`src/rtl/adcseq_pkg.sv`:
```
package adcseq_pkg;
  localparam int BUS_W = 32;
  localparam int NIB_W = 4;

  typedef enum logic [2:0] {
    A_CTRL   = 3'd0,
    A_MUX    = 3'd1,
    A_CTL    = 3'd2,
    A_RESULT = 3'd3,
    A_FSTAT  = 3'd4,
    A_FLAGS  = 3'd5
  } reg_addr_e;

  typedef struct packed {
    logic temp;
    logic ie;
    logic endf;
    logic diff;
  } step_ctl_t;

  function automatic logic [NIB_W-1:0] nib_at(input logic [BUS_W-1:0] word,
                                              input int unsigned idx);
    return word[idx*NIB_W +: NIB_W];
  endfunction

  function automatic logic stops_after(input step_ctl_t c, input logic at_last);
    return c.endf | at_last;
  endfunction

  function automatic logic fifo_takes(input logic is_full, input logic pop_ok);
    return !is_full || pop_ok;
  endfunction
endpackage

```
`src/rtl/seq_step_table.sv`:
```
module seq_step_table
  import adcseq_pkg::*;
#(
  parameter int NSTEPS = 8,
  localparam int TBL_W = NSTEPS * NIB_W
) (
  input  logic             clk,
  input  logic             rst_n,
  input  logic             wr,
  input  logic [2:0]       addr,
  input  logic [BUS_W-1:0] wdata,
  output logic             en,
  output logic [TBL_W-1:0] mux_word,
  output logic [TBL_W-1:0] ctl_word
);
  logic [NIB_W-1:0] mux_n [NSTEPS];
  logic [NIB_W-1:0] ctl_n [NSTEPS];
  logic wr_mux, wr_ctl, wr_en;

  assign wr_mux = wr && (addr == A_MUX);
  assign wr_ctl = wr && (addr == A_CTL);
  assign wr_en  = wr && (addr == A_CTRL);

  always_ff @(posedge clk) begin
    if (!rst_n) en <= 1'b0;
    else if (wr_en) en <= wdata[0];
  end

  for (genvar g = 0; g < NSTEPS; g++) begin : g_step
    always_ff @(posedge clk) begin
      if (!rst_n) begin
        mux_n[g] <= '0;
        ctl_n[g] <= '0;
      end else begin
        if (wr_mux) mux_n[g] <= nib_at(wdata, g);
        if (wr_ctl) ctl_n[g] <= nib_at(wdata, g);
      end
    end
    assign mux_word[g*NIB_W +: NIB_W] = mux_n[g];
    assign ctl_word[g*NIB_W +: NIB_W] = ctl_n[g];
  end

  p_cfg_hold_r2: assert property (@(posedge clk) disable iff (!rst_n)
    !wr |=> $stable(mux_word) && $stable(ctl_word) && $stable(en));
endmodule

```
`src/rtl/seq_step_ctrl.sv`:
```
module seq_step_ctrl
  import adcseq_pkg::*;
#(
  parameter int NSTEPS = 8,
  localparam int TBL_W = NSTEPS * NIB_W,
  localparam int IDX_W = (NSTEPS > 1) ? $clog2(NSTEPS) : 1
) (
  input  logic             clk,
  input  logic             rst_n,
  input  logic             en,
  input  logic             trig,
  input  logic [TBL_W-1:0] mux_word,
  input  logic [TBL_W-1:0] ctl_word,
  input  logic             conv_done,
  output logic             conv_req,
  output logic [NIB_W-1:0] conv_chan,
  output logic             conv_diff,
  output logic             conv_temp,
  output logic             step_done,
  output logic             irq_evt,
  output logic             busy
);
  typedef enum logic {S_IDLE, S_CONV} state_e;
  state_e          state_q;
  logic [IDX_W-1:0] step_q;
  step_ctl_t       cur_ctl;
  logic            at_last, seq_start, seq_end;

  assign busy      = (state_q == S_CONV);
  assign cur_ctl   = step_ctl_t'(ctl_word[{step_q, 2'b00} +: NIB_W]);
  assign conv_chan = mux_word[{step_q, 2'b00} +: NIB_W];
  assign conv_req  = busy;
  assign conv_diff = busy && cur_ctl.diff;
  assign conv_temp = busy && cur_ctl.temp;
  assign at_last   = (step_q == IDX_W'(NSTEPS - 1));
  assign step_done = busy && conv_done;
  assign seq_end   = step_done && stops_after(cur_ctl, at_last);
  assign seq_start = !busy && en && trig;

  always_ff @(posedge clk) begin
    if (!rst_n) begin
      state_q <= S_IDLE;
      step_q  <= '0;
      irq_evt <= 1'b0;
    end else begin
      irq_evt <= step_done && cur_ctl.ie;
      if (seq_end) begin
        state_q <= S_IDLE;
        step_q  <= '0;
      end else if (step_done) begin
        step_q <= step_q + 1'b1;
      end else if (seq_start) begin
        state_q <= S_CONV;
        step_q  <= '0;
      end
    end
  end

  p_trig_ignored_r10: assert property (@(posedge clk) disable iff (!rst_n)
    busy && !conv_done |=> busy && $stable(step_q));
  p_end_stops_r5: assert property (@(posedge clk) disable iff (!rst_n)
    step_done && cur_ctl.endf |=> !busy);
  p_irq_source_r6: assert property (@(posedge clk) disable iff (!rst_n)
    irq_evt |-> $past(step_done));
  p_no_start_disabled_r3: assert property (@(posedge clk) disable iff (!rst_n)
    !busy && !en |=> !busy);
  p_start_at_zero_r3: assert property (@(posedge clk) disable iff (!rst_n)
    $rose(busy) |-> step_q == '0);
endmodule

```
`src/rtl/seq_result_fifo.sv`:
```
module seq_result_fifo
  import adcseq_pkg::*;
#(
  parameter int DEPTH  = 8,
  parameter int DATA_W = 12,
  localparam int PTR_W = (DEPTH > 1) ? $clog2(DEPTH) : 1
) (
  input  logic              clk,
  input  logic              rst_n,
  input  logic              push,
  input  logic [DATA_W-1:0] push_data,
  input  logic              pop,
  input  logic              clr_ovf,
  input  logic              clr_unf,
  output logic [DATA_W-1:0] pop_data,
  output logic [PTR_W-1:0]  rd_ptr,
  output logic [PTR_W-1:0]  wr_ptr,
  output logic              empty,
  output logic              full,
  output logic              ovf,
  output logic              unf
);
  logic [DATA_W-1:0] mem [DEPTH];
  logic [PTR_W:0]    count;
  logic pop_ok, push_ok;

  assign empty    = (count == '0);
  assign full     = (count == (PTR_W+1)'(DEPTH));
  assign pop_ok   = pop && !empty;
  assign push_ok  = push && fifo_takes(full, pop_ok);
  assign pop_data = empty ? '0 : mem[rd_ptr];

  always_ff @(posedge clk) begin
    if (push_ok) mem[wr_ptr] <= push_data;
  end

  always_ff @(posedge clk) begin
    if (!rst_n) begin
      rd_ptr <= '0;
      wr_ptr <= '0;
      count  <= '0;
      ovf    <= 1'b0;
      unf    <= 1'b0;
    end else begin
      if (pop_ok)  rd_ptr <= rd_ptr + 1'b1;
      if (push_ok) wr_ptr <= wr_ptr + 1'b1;
      count <= count + (PTR_W+1)'(push_ok) - (PTR_W+1)'(pop_ok);
      ovf <= (ovf && !clr_ovf) || (push && !push_ok);
      unf <= (unf && !clr_unf) || (pop && empty);
    end
  end

  p_drop_when_full_r9: assert property (@(posedge clk) disable iff (!rst_n)
    full && push && !pop |=> $stable(wr_ptr) && ovf);
  p_ovf_sticky_r9: assert property (@(posedge clk) disable iff (!rst_n)
    ovf && !clr_ovf |=> ovf);
  p_unf_sticky_r9: assert property (@(posedge clk) disable iff (!rst_n)
    unf && !clr_unf |=> unf);
  p_pop_advances_r7: assert property (@(posedge clk) disable iff (!rst_n)
    pop && !empty |=> rd_ptr == $past(rd_ptr) + PTR_W'(1));
  p_flags_exclusive_r8: assert property (@(posedge clk) disable iff (!rst_n)
    !(empty && full));
endmodule

```
`src/rtl/adc_step_sequencer.sv`:
```
module adc_step_sequencer
  import adcseq_pkg::*;
#(
  parameter int NSTEPS     = 8,
  parameter int FIFO_DEPTH = 8,
  parameter int RES_W      = 12
) (
  input  logic             clk,
  input  logic             rst_n,
  input  logic             bus_wr,
  input  logic             bus_rd,
  input  logic [2:0]       bus_addr,
  input  logic [31:0]      bus_wdata,
  output logic [31:0]      bus_rdata,
  input  logic             trig,
  output logic             conv_req,
  output logic [3:0]       conv_chan,
  output logic             conv_diff,
  output logic             conv_temp,
  input  logic             conv_done,
  input  logic [RES_W-1:0] conv_data,
  output logic             irq_evt,
  output logic             seq_busy
);
  localparam int TBL_W = NSTEPS * NIB_W;
  localparam int PTR_W = (FIFO_DEPTH > 1) ? $clog2(FIFO_DEPTH) : 1;

  logic             en;
  logic [TBL_W-1:0] mux_word, ctl_word;
  logic             step_done, pop, clr_ovf, clr_unf;
  logic [RES_W-1:0] pop_data;
  logic [PTR_W-1:0] rd_ptr, wr_ptr;
  logic             empty, full, ovf, unf;

  assign pop     = bus_rd && (bus_addr == A_RESULT);
  assign clr_ovf = bus_wr && (bus_addr == A_FLAGS) && bus_wdata[0];
  assign clr_unf = bus_wr && (bus_addr == A_FLAGS) && bus_wdata[1];

  seq_step_table #(.NSTEPS(NSTEPS)) u_table (
    .clk(clk), .rst_n(rst_n), .wr(bus_wr), .addr(bus_addr), .wdata(bus_wdata),
    .en(en), .mux_word(mux_word), .ctl_word(ctl_word)
  );

  seq_step_ctrl #(.NSTEPS(NSTEPS)) u_ctrl (
    .clk(clk), .rst_n(rst_n), .en(en), .trig(trig),
    .mux_word(mux_word), .ctl_word(ctl_word), .conv_done(conv_done),
    .conv_req(conv_req), .conv_chan(conv_chan), .conv_diff(conv_diff),
    .conv_temp(conv_temp), .step_done(step_done), .irq_evt(irq_evt),
    .busy(seq_busy)
  );

  seq_result_fifo #(.DEPTH(FIFO_DEPTH), .DATA_W(RES_W)) u_fifo (
    .clk(clk), .rst_n(rst_n), .push(step_done), .push_data(conv_data),
    .pop(pop), .clr_ovf(clr_ovf), .clr_unf(clr_unf), .pop_data(pop_data),
    .rd_ptr(rd_ptr), .wr_ptr(wr_ptr), .empty(empty), .full(full),
    .ovf(ovf), .unf(unf)
  );

  always_comb begin
    bus_rdata = '0;
    case (bus_addr)
      A_CTRL:   bus_rdata = {31'b0, en};
      A_MUX:    bus_rdata = 32'(mux_word);
      A_CTL:    bus_rdata = 32'(ctl_word);
      A_RESULT: bus_rdata = 32'(pop_data);
      A_FSTAT:  bus_rdata = {14'b0, full, empty, 8'(wr_ptr), 8'(rd_ptr)};
      A_FLAGS:  bus_rdata = {30'b0, unf, ovf};
      default:  bus_rdata = '0;
    endcase
  end

  p_push_only_busy_r4: assert property (@(posedge clk) disable iff (!rst_n)
    !seq_busy |=> $stable(wr_ptr) || $past(step_done));
endmodule

```
`config.mk`:
```
export PLATFORM = sky130hd
export DESIGN_NAME = adc_step_sequencer
export DESIGN_NICKNAME = d
export VERILOG_FILES = /design/src/rtl/adcseq_pkg.sv /design/src/rtl/seq_step_table.sv /design/src/rtl/seq_step_ctrl.sv /design/src/rtl/seq_result_fifo.sv /design/src/rtl/adc_step_sequencer.sv
export SDC_FILE = /design/constraint.sdc
export NUM_CORES = 1
export LEC_CHECK = 0
export ABC_AREA = 1
export BUFFER_PORTS_ARGS = -buffer_cell sky130_fd_sc_hd__clkbuf_2
export CELL_PAD_IN_SITES_DETAIL_PLACEMENT = 1
export CELL_PAD_IN_SITES_GLOBAL_PLACEMENT = 1
export CORE_MARGIN = 10
export CORE_UTILIZATION = 45
export CTS_CLUSTER_DIAMETER = 200
export DETAILED_ROUTE_END_ITERATION = 16
export PLACE_DENSITY_LB_ADDON = 0.1
export SYNTH_ARGS = -nofsm -noshare
export SYNTH_HDL_FRONTEND = slang
export SYNTH_HIERARCHICAL = 1
export SYNTH_SLANG_ARGS = --single-unit
```
`constraint.sdc`:
```
create_clock -name clk -period 2.7 [get_ports clk]
set_input_delay 0.135 -clock clk [delete_from_list [all_inputs] [get_ports clk]]
set_output_delay 0.135 -clock clk [all_outputs]
set_load 0.02 [all_outputs]
```
==> results of run 1 <==
[sequential cells by signal, indices dropped and copies added, names as in the netlist, named ones only]
signal and flops:
u_table/en 1, u_fifo/rd_ptr 3, u_fifo/ovf 1, u_table/ctl_n 32, u_fifo/count 4, u_fifo/mem 96, u_table/mux_n 32, u_ctrl/busy 1
u_ctrl/step_q 3, u_fifo/unf 1, u_fifo/wr_ptr 3, u_ctrl/irq_evt 1
[worst max-delay path by stage]
stage | from | endpoint | slack (ns) | cells past startpoint
4_1_cts | flip-flop | bus_rdata[9] | 0.07 | 12
3_5_place_dp | bus_addr[2] | u_fifo/count[2] | 0.41 | 13
3_3_place_gp | bus_addr[2] | u_fifo/count[2] | 0.51 | 13
2_1_floorplan | u_ctrl/busy | u_fifo/mem[0][0] | 0.39 | 5
6_report | flip-flop | bus_rdata[8] | 0.17 | 12
5_1_grt | flip-flop | bus_rdata[9] | 0.04 | 12
[worst max-delay path: stages, from the launching register on]
cell and delay, ns:
dfxtp_4 0.48, buf_12 0.20, nor2_1 0.06, nor2_1 0.11, o21ai_0 0.12, nand2_1 0.09
nor2_1 0.04, nor2_1 0.22, inv_1 0.07, nor2_1 0.16, a21oi_1 0.06, nand2_1 0.16
clkbuf_2 0.19
[per-layer routing]
metal	vias to the layer above	GRT usage, %	wire length, um
li1	3334	-	-
met1	3361	26.32	11650
met2	134	32.07	11920
met3	25	3.265	1033
met4	0	5.097	302
met5	-	0	0
[through the flow]
stage | setup WS [ns] | instance area [sq um] | hold slack, ns | util (%) | cells
global placement | 0.5080 | 9523 | 0.4229 | 49.25 | 1312
floorplan | 0.3882 | 8777 | 0.2339 | - | 971
finish | 0.1745 | 10170 | 0.01234 | 52.62 | 1353
global route | 0.03998 | 10170 | 0.009150 | 52.62 | 1353
CTS | 0.07279 | 10170 | 0.001222 | 52.59 | 1353
detailed placement | 0.4094 | 9523 | 0.4301 | 49.25 | 1312
[report_power, final]
part	leakage, nW	internal (mW)	switching (mW)	total (mW)
Clock	0.270	1.32	1.05	2.36
Combinational	2.39	0.167	0.362	0.530
Sequential	1.65	3.12	0.0549	3.17
Total	4.31	4.60	1.46	6.07
[cell type report]
class                   count  area [sq um]  share of cell area (%)
flip-flops and latches    181          5229                   51.40
multi-input cells         640          2868                   28.19
repair buffers            130         794.5                   7.810
clock buffers              26         511.7                   5.030
inverters                 105         396.6                   3.899
well taps                 265         331.6                   3.259
clock inverters             6         42.54                  0.4182
[timing repair]
action	CTS	global route
endpoints found under the setup margin	0	5
hold buffers	9	0
hold endpoints to repair	45	0
gates resized for setup	0	2
[logic make-up after synthesis]
logic type                 after synthesis
xor gates and xnor gates                 1
buffers and inverters                  150
and+or+nand+nor                        539
AOI/OAI and AO/OA                       90
DFF                                    181
adders and majority gates               10
[synth_stat cells (all sizes together)]
library cell and instances:
nand4 7, a31oi 5, edfxtp 160, fa 1, o22ai 3, o21ai 55
nand3 42, ha 9, a22oi 2, a21oi 22, nor3 4, clkbuf 5
nor3b 1, nand2 223, nor2 261, buf 40, o211ai 3, xor2 1
dfxtp 21, or2 1, inv 105
==> results.md, run 1 <==
Cells and area:
- The layout has between 2000 and 2500 filler cells.
- The number of nets in the layout is around 1100.
- The area growth from synthesis to layout is 15.91%.
- The library cell used most frequently in the layout, excluding fill and tap cells, is nor2_1.
- Leaving out fill and tap cells, the most frequent cells in the layout are 254 x nor2_1, 216 x nand2_1, 160 x edfxtp_1.
- The fraction of layout cells with a size suffix above 1 is roughly 17%.
- The antenna cell count is 0.

Min path:
- The path class of the lowest-slack min-delay path is in2reg.
- For hold timing, the worst endpoint is u_fifo/mem[0][3].
- The startpoint identified for the worst hold timing path is conv_data[3].
- The number of cells on the worst hold path is 1.

Placed design:
- Routability-driven placement finished with a final weighted congestion of ~0.84.
- The placed wire-length estimate is around 17000 um.
- The quantity of I/O buffers inserted on ports is 93.

Timing:
- Based on the critical path, the design can be clocked at up to between 300 and 400 MHz.
- The final worst clock skew is between 0.009 and 0.01 ns.
- The accumulated negative setup slack is 0 ns.
- The worst pin sits at a relative slew slack of about half.
- The final critical path takes up between 90% and 100% of the cycle.
- The total count of hold-check failures in the final report is 0.
- Setup repair after global routing left no endpoint under its margin.
- At the pin with the least slew margin, the transition time is ~0.74 ns.
- The clock period minus final worst setup slack is approximately 2.5 ns.
- The final number of max-transition violations is 0.
- The number of setup violations in the final report is 0.

Setup path:
- The cell depth of the worst flop-to-flop path is 12.
- The category of the most critical setup path is reg2out.
- The internal reg-to-reg setup slack is 0.57 ns.
- In this run the critical register-to-register path is captured at u_fifo/count[2].
- Of all nets on the critical path, the largest fanout is 24.
- The critical path data arrival time is around 2.4 ns.
- The worst setup path is captured at an output pin.
- STA puts the critical path data required time at roughly 2.6 ns.
- The startpoint identified for the worst register-to-register timing path is u_fifo/count[2].
- The sort of element at the start of the critical path is a flip-flop.

Clock network:
- CTS built an H-tree with a depth of 4.
- After clock tree synthesis, the clock-pin slew on the worst setup and hold paths is about 0.070 ns.
- The later-pin clock latency in the skew report is about 0.44 ns.
- Buffers added to address setup during post-CTS repair amount to 0.
- In this run, CTS created clock tree buffers numbering 17.
- TritonCTS built the clock tree.
- The cell sitting at the root of the clock tree is a clkbuf_16.
- No sink is reached through more buffers than the 2 on the longest clock path.
- The clock sink total is ~180.

Synth:
- The number of synthesized register bits is between 150 and 200.
- The post-synthesis net count is 1034.
- Ranked by total cell area, the synthesized netlist is headed by edfxtp_1 55%, nor2_1 11%, nand2_1 9.2%, dfxtp_1 4.8%, inv_1 4.1%.
- The number of unique standard cell types used by synthesis is 34.
- After synthesis, the mean cell area works out to ~9.0 sq um.
- The cell count after synthesis came out at 971.
- After Yosys synthesis, XOR and XNOR cells account for 0.09979% of the synthesized area.
- Of all cell types, the one taking the most synthesized area is edfxtp_1.
- The synthesized netlist devotes around 5.4% of its cell area to compound gates.
- The share of Yosys cell area claimed by the top area cell type is 54.74%.
- The adder and majority cell fraction of the synthesized area is approximately 1.5%.
- In the synthesized netlist, mux cells make up 0% of the area.
- The simple-gate area share of the yosys netlist is about a quarter.
- After synthesis, the largest family of logic cells by area is simple AND/OR/NAND/NOR gates.
- Sequential cells were found to cover between 50 and 60% of the synthesized design area.
- The Yosys step of the flow raised 6 warnings.
- The netlist area before placement is between 8000 and 9000 sq um.

Power:
- The total chip power is around 6 mW.
- The total leakage power is 4.307 nW.
- Power spread over the standard cell area amounts to between 500 and 600 nW/um^2.
- IR analysis of the VDD net gives a maximum drop of 0.0004560 V.

Detailed routing:
- The violation count after the first detailed-routing iteration is about 430.
- The DRC violation count after routing is 0.
- Summing over every cut layer, the via total after detailed routing is between 6000 and 7000.
- Once detail routing completed, the nets flagged for antenna violations numbered 0.
- After detailed routing, the average wire length per cell comes to between 15 and 20 um.
- The first-pass iteration count of the detailed router is 5.
- The total wire length after detailed routing is around 25000 um.
- After detailed routing, the number of vias per cell comes to about 5.

Floorplanning:
- The total area inside the core boundary comes to roughly 19000 sq um.
- Row generation in the floorplan step produced approximately 50 rows.
- The total die area is between 20000 and 30000 sq um.
- 94 I/O pins were placed.
- The initial utilization of the core area, before any placement, comes to a little under half.
- Measured along the x axis, the die boundary spans around 160 um.
- From bottom edge to top edge, the die measures approximately 160 um.

GRT:
- Entering global routing, the biggest net connects 33 pins.
- The initial antenna violation count came to 0.
- Summed over all layers, the global routing overflow is 0.
- The number of global-route vias before repair is ~7200.
- The total global-route track usage is 19.55%.
- The first global-routing pass estimated 39350 um of wire.

Outcome:
- The run finished with clean final reports.

Job:
- The number of max-cap violations is 0.
Power figures use the tool's default switching activity.
==> run 2: changes to the inputs <==
--- a/config.mk
+++ b/config.mk
@@ -10,7 +10,7 @@
 export CELL_PAD_IN_SITES_DETAIL_PLACEMENT = 1
 export CELL_PAD_IN_SITES_GLOBAL_PLACEMENT = 1
 export CORE_MARGIN = 10
-export CORE_UTILIZATION = 45
+export CORE_UTILIZATION = 41
 export CTS_CLUSTER_DIAMETER = 200
 export DETAILED_ROUTE_END_ITERATION = 16
 export PLACE_DENSITY_LB_ADDON = 0.1
==> constraint.sdc (replaced) <==
create_clock -name clk -period 2.2 [get_ports clk]
set_input_delay 0.11 -clock clk [delete_from_list [all_inputs] [get_ports clk]]
set_output_delay 0.11 -clock clk [all_outputs]
set_load 0.02 [all_outputs]
==> run 2 against run 1 <==
Compared with the run above: clock power grew 31%; final cell count increased by 3.3%; clock-buffer cell count down 7; die area is 8.5% higher; worst setup slack lost 0.17 ns; first-iteration DRC count up 5.8%; largest cell class unchanged; critical path depth unchanged; non-clock buffer count increased by 35; highest routed layer unchanged.
==> results.md, run 2 (synthesized netlist as in run 1, its figures left out) <==
Floorplanning:
- The count of pins on the block boundary is 94 (unchanged).
- The effective utilization at floorplan is 41.75% (was 45.40%).
- The total die area is 27660 sq um (was 25490 sq um).
- The site row count is 53 (was 51).
- The die span in y came to 166.3 um (was 159.7 um).
- The placeable core region is 21020 sq um (was 19330 sq um).
- The die span in x was 166.3 um (was 159.7 um).

Setup path:
- The critical path endpoint category is an output pin (unchanged).
- The internal reg-to-reg setup slack is 0.17 ns (was 0.57 ns).
- The startpoint of the most critical register-to-register path is u_fifo/count[2] (unchanged).
- The category of the most critical setup path was reg2out (unchanged).
- The destination of the worst register-to-register timing path is u_fifo/count[2] (unchanged).
- The critical path data arrival time is 2.08 ns (was 2.39 ns).
- The sort of element at the start of the critical path is a flip-flop (unchanged).
- The cell depth of the worst flop-to-flop path came to 12 (unchanged).
- The data required time of the critical path is 2.09 ns (was 2.57 ns).
- The maximum fanout along the worst path is 12 (was 24).

Cells and area:
- The flip-flop count of the largest register, all copies and words added is 96 (unchanged).
- The area used by sequential logic in the layout is 5231 sq um (was 5229 sq um).
- The final instance area is 10880 sq um (was 10170 sq um).
- Most frequent cells in the layout: 239 x nor2_1, 212 x nand2_1, 160 x edfxtp_1 (was 254 x nor2_1, 216 x nand2_1, 160 x edfxtp_1).
- The register name with the most flops is u_fifo/mem (unchanged).
- The number of fillers in the final layout is 2411 (was 2325).
- The number of nets in the layout is 1173 (was 1138).
- The most frequent standard cell in the layout excluding fill and tap cells was nor2_1 (unchanged).
- The area growth from synthesis to layout is 23.92% (was 15.91%).
- The fraction of layout cells with a size suffix above 1 came to 20.84% (was 16.82%).
- The number of standard cells in the final layout excluding fillers is 1398 (was 1353).
- The antenna cell count was 0 (unchanged).
- The area taken by multi-input logic gates was 2950 sq um (was 2868 sq um).
- Top Registers: u_fifo/mem (96), u_table/ctl_n (32), u_table/mux_n (32) (unchanged).

Power:
- The total leakage power is 4.587 nW (was 4.307 nW).
- The worst IR drop on VDD was 0.0004844 V (was 0.0004560 V).
- The ratio of total power to cell area is 714.2 nW/um^2 (was 596.4 nW/um^2).
- The total chip power came to 7.768 mW (was 6.068 mW).

Min path:
- The number of cells on the worst hold path came to 3 (was 1).
- The path class of the lowest-slack min-delay path is in2reg (unchanged).
- The endpoint of the worst hold path is u_table/mux_n[1][11] (was u_fifo/mem[0][3]).
- The start point of the worst min-delay path was bus_wdata[27] (was conv_data[3]).

Timing:
- Derived from the worst setup path, the maximum achievable clock frequency is 455.9 MHz.
- The worst path setup slack after routing is 0.006299 ns (was 0.1745 ns).
- The final worst clock skew is 0.01297 ns (was 0.009398 ns).
- The number of setup violations in the final report is 0 (unchanged).
- The worst path needs 2.194 ns of the cycle, external delays included.
- Setup repair after global routing missed its margin: true (was false).
- After layout, the worst path uses between 90 and 100% of the clock period.
- The final number of max-transition violations is 0 (unchanged).
- The total count of hold-check failures in the final report is 0 (unchanged).
- The slew at the pin closest to its max-slew limit is 0.4674 ns (was 0.7363 ns).
- The relative max-transition margin is 68.84% (was 50.85%).
- The accumulated negative setup slack was 0 ns (unchanged).

Detailed routing:
- The total wire length after detailed routing is 26540 um (was 24900 um).
- The DRC violation count after routing came to 0 (unchanged).
- The violation count after the first detailed-routing iteration is 457 (was 432).
- The ratio of routed vias to standard cells came to 5.069 (was 5.066).
- The total via count in the routed design is 7086 (was 6854).
- The post-detailed-route wirelength per cell is 18.99 um (was 18.41 um).
- The antenna violation net count after detailed routing came to 0 (unchanged).
- The first-pass iteration count of the detailed router is 5 (unchanged).

Clock network:
- The register clock-pin slew on the reported worst setup and hold paths is 0.07 ns (about the same).
- The TritonCTS clock tree is yes (unchanged).
- The number of H-tree levels is 4 (unchanged).
- The buffer cell driving the clock tree root is clkbuf_16 (unchanged).
- The clock sink total is 181 (unchanged).
- The maximum root-to-sink buffer count was 2 (unchanged).
- The number of buffers created by CTS is 17 (unchanged).
- The later-pin clock latency in the skew report is 0.44 ns (about the same).

Placed design:
- The placer congestion estimate is 0.8118 (was 0.8375).
- The placement-stage worst setup slack is 0.05741 ns (was 0.4094 ns).
- The area of placed instances was 9646 sq um (was 9523 sq um).
- The instance count after placement with tap cells included came to 1330 (was 1312).
- The quantity of I/O buffers inserted on ports was 93 (unchanged).
- The placed wire-length estimate is 17580 um (was 17110 um).

GRT:
- The global-route wire length before repair is 41410 um (was 39350 um).
- The initial antenna violation count is 0 (unchanged).
- The maximum number of pins on one net before global-route repair is 33 (unchanged).
- The total global-route track usage is 18.80% (was 19.55%).
- The leftover overflow at the end of global routing is 0 (unchanged).
- The number of global-route vias before repair is 7505 (was 7226).

Job:
- The number of max-cap violations is 0 (unchanged).

Outcome:
- Result of the run: finished, final reports clean (unchanged).
-- run 2: layer usage --
metal | part of all wire [%] | routed length [um] | track usage, %
met1 | 47 | 12380 | 25.08
met4 | 1.3 | 336 | 4.544
met3 | 4.0 | 1062 | 3.289
met5 | 0 | 0 | 0
met2 | 48 | 12760 | 31.09
-- run 2: layout make-up --
cell class              count  area share (%)
flip-flops and latches    181           48.10
multi-input cells         640           27.13
repair buffers            165           12.44
clock buffers              19           4.072
inverters                 105           3.750
well taps                 275           3.163
clock inverters            13           1.357
-- run 2: critical path, stage by stage, from the launching register on --
cell and delay (ns):
dfxtp_4 0.44, buf_12 0.16, nor2_1 0.07, nor2_1 0.13, nand2_1 0.07, nand3_1 0.08, nand2_1 0.06, nor2_2 0.16
nand4_1 0.13, nand2_1 0.10, nor2_1 0.04, nand2_1 0.09, buf_6 0.13
-- run 2: worst max-delay path by stage --
stage	end	slack (ns)
2_1_floorplan	u_fifo/mem[0][0]	-0.11
3_3_place_gp	u_fifo/count[2]	0.16
3_5_place_dp	u_fifo/count[2]	0.06
4_1_cts	conv_diff	-0.02
5_1_grt	bus_rdata[0]	-0.12
6_report	bus_rdata[0]	0.006
-- run 2: where the power goes --
| part | switching (mW) | internal [mW] |
|---|---|---|
| clock | 1.37 | 1.72 |
| sequential | 0.0658 | 3.83 |
| combinational | 0.493 | 0.293 |
-- run 2: per-stage QoR --
step                utilization (%)  hold slack (ns)
finish                        51.74         0.006303
global route                  51.74          0.01333
CTS                           50.51        0.0003121
detailed placement            45.88           0.3995
global placement              45.88           0.3919
floorplan                         -           0.2089
-- run 2: timing repair --
action / CTS / global route
hold buffers: 26 / 0
buffers inserted: 1 / 5
endpoints found under the hold margin: 112 / 0
resized for setup: 22 / 62
pin swaps: 3 / 9
endpoints found under the setup margin: 9 / 19
gates cloned: 1 / 3
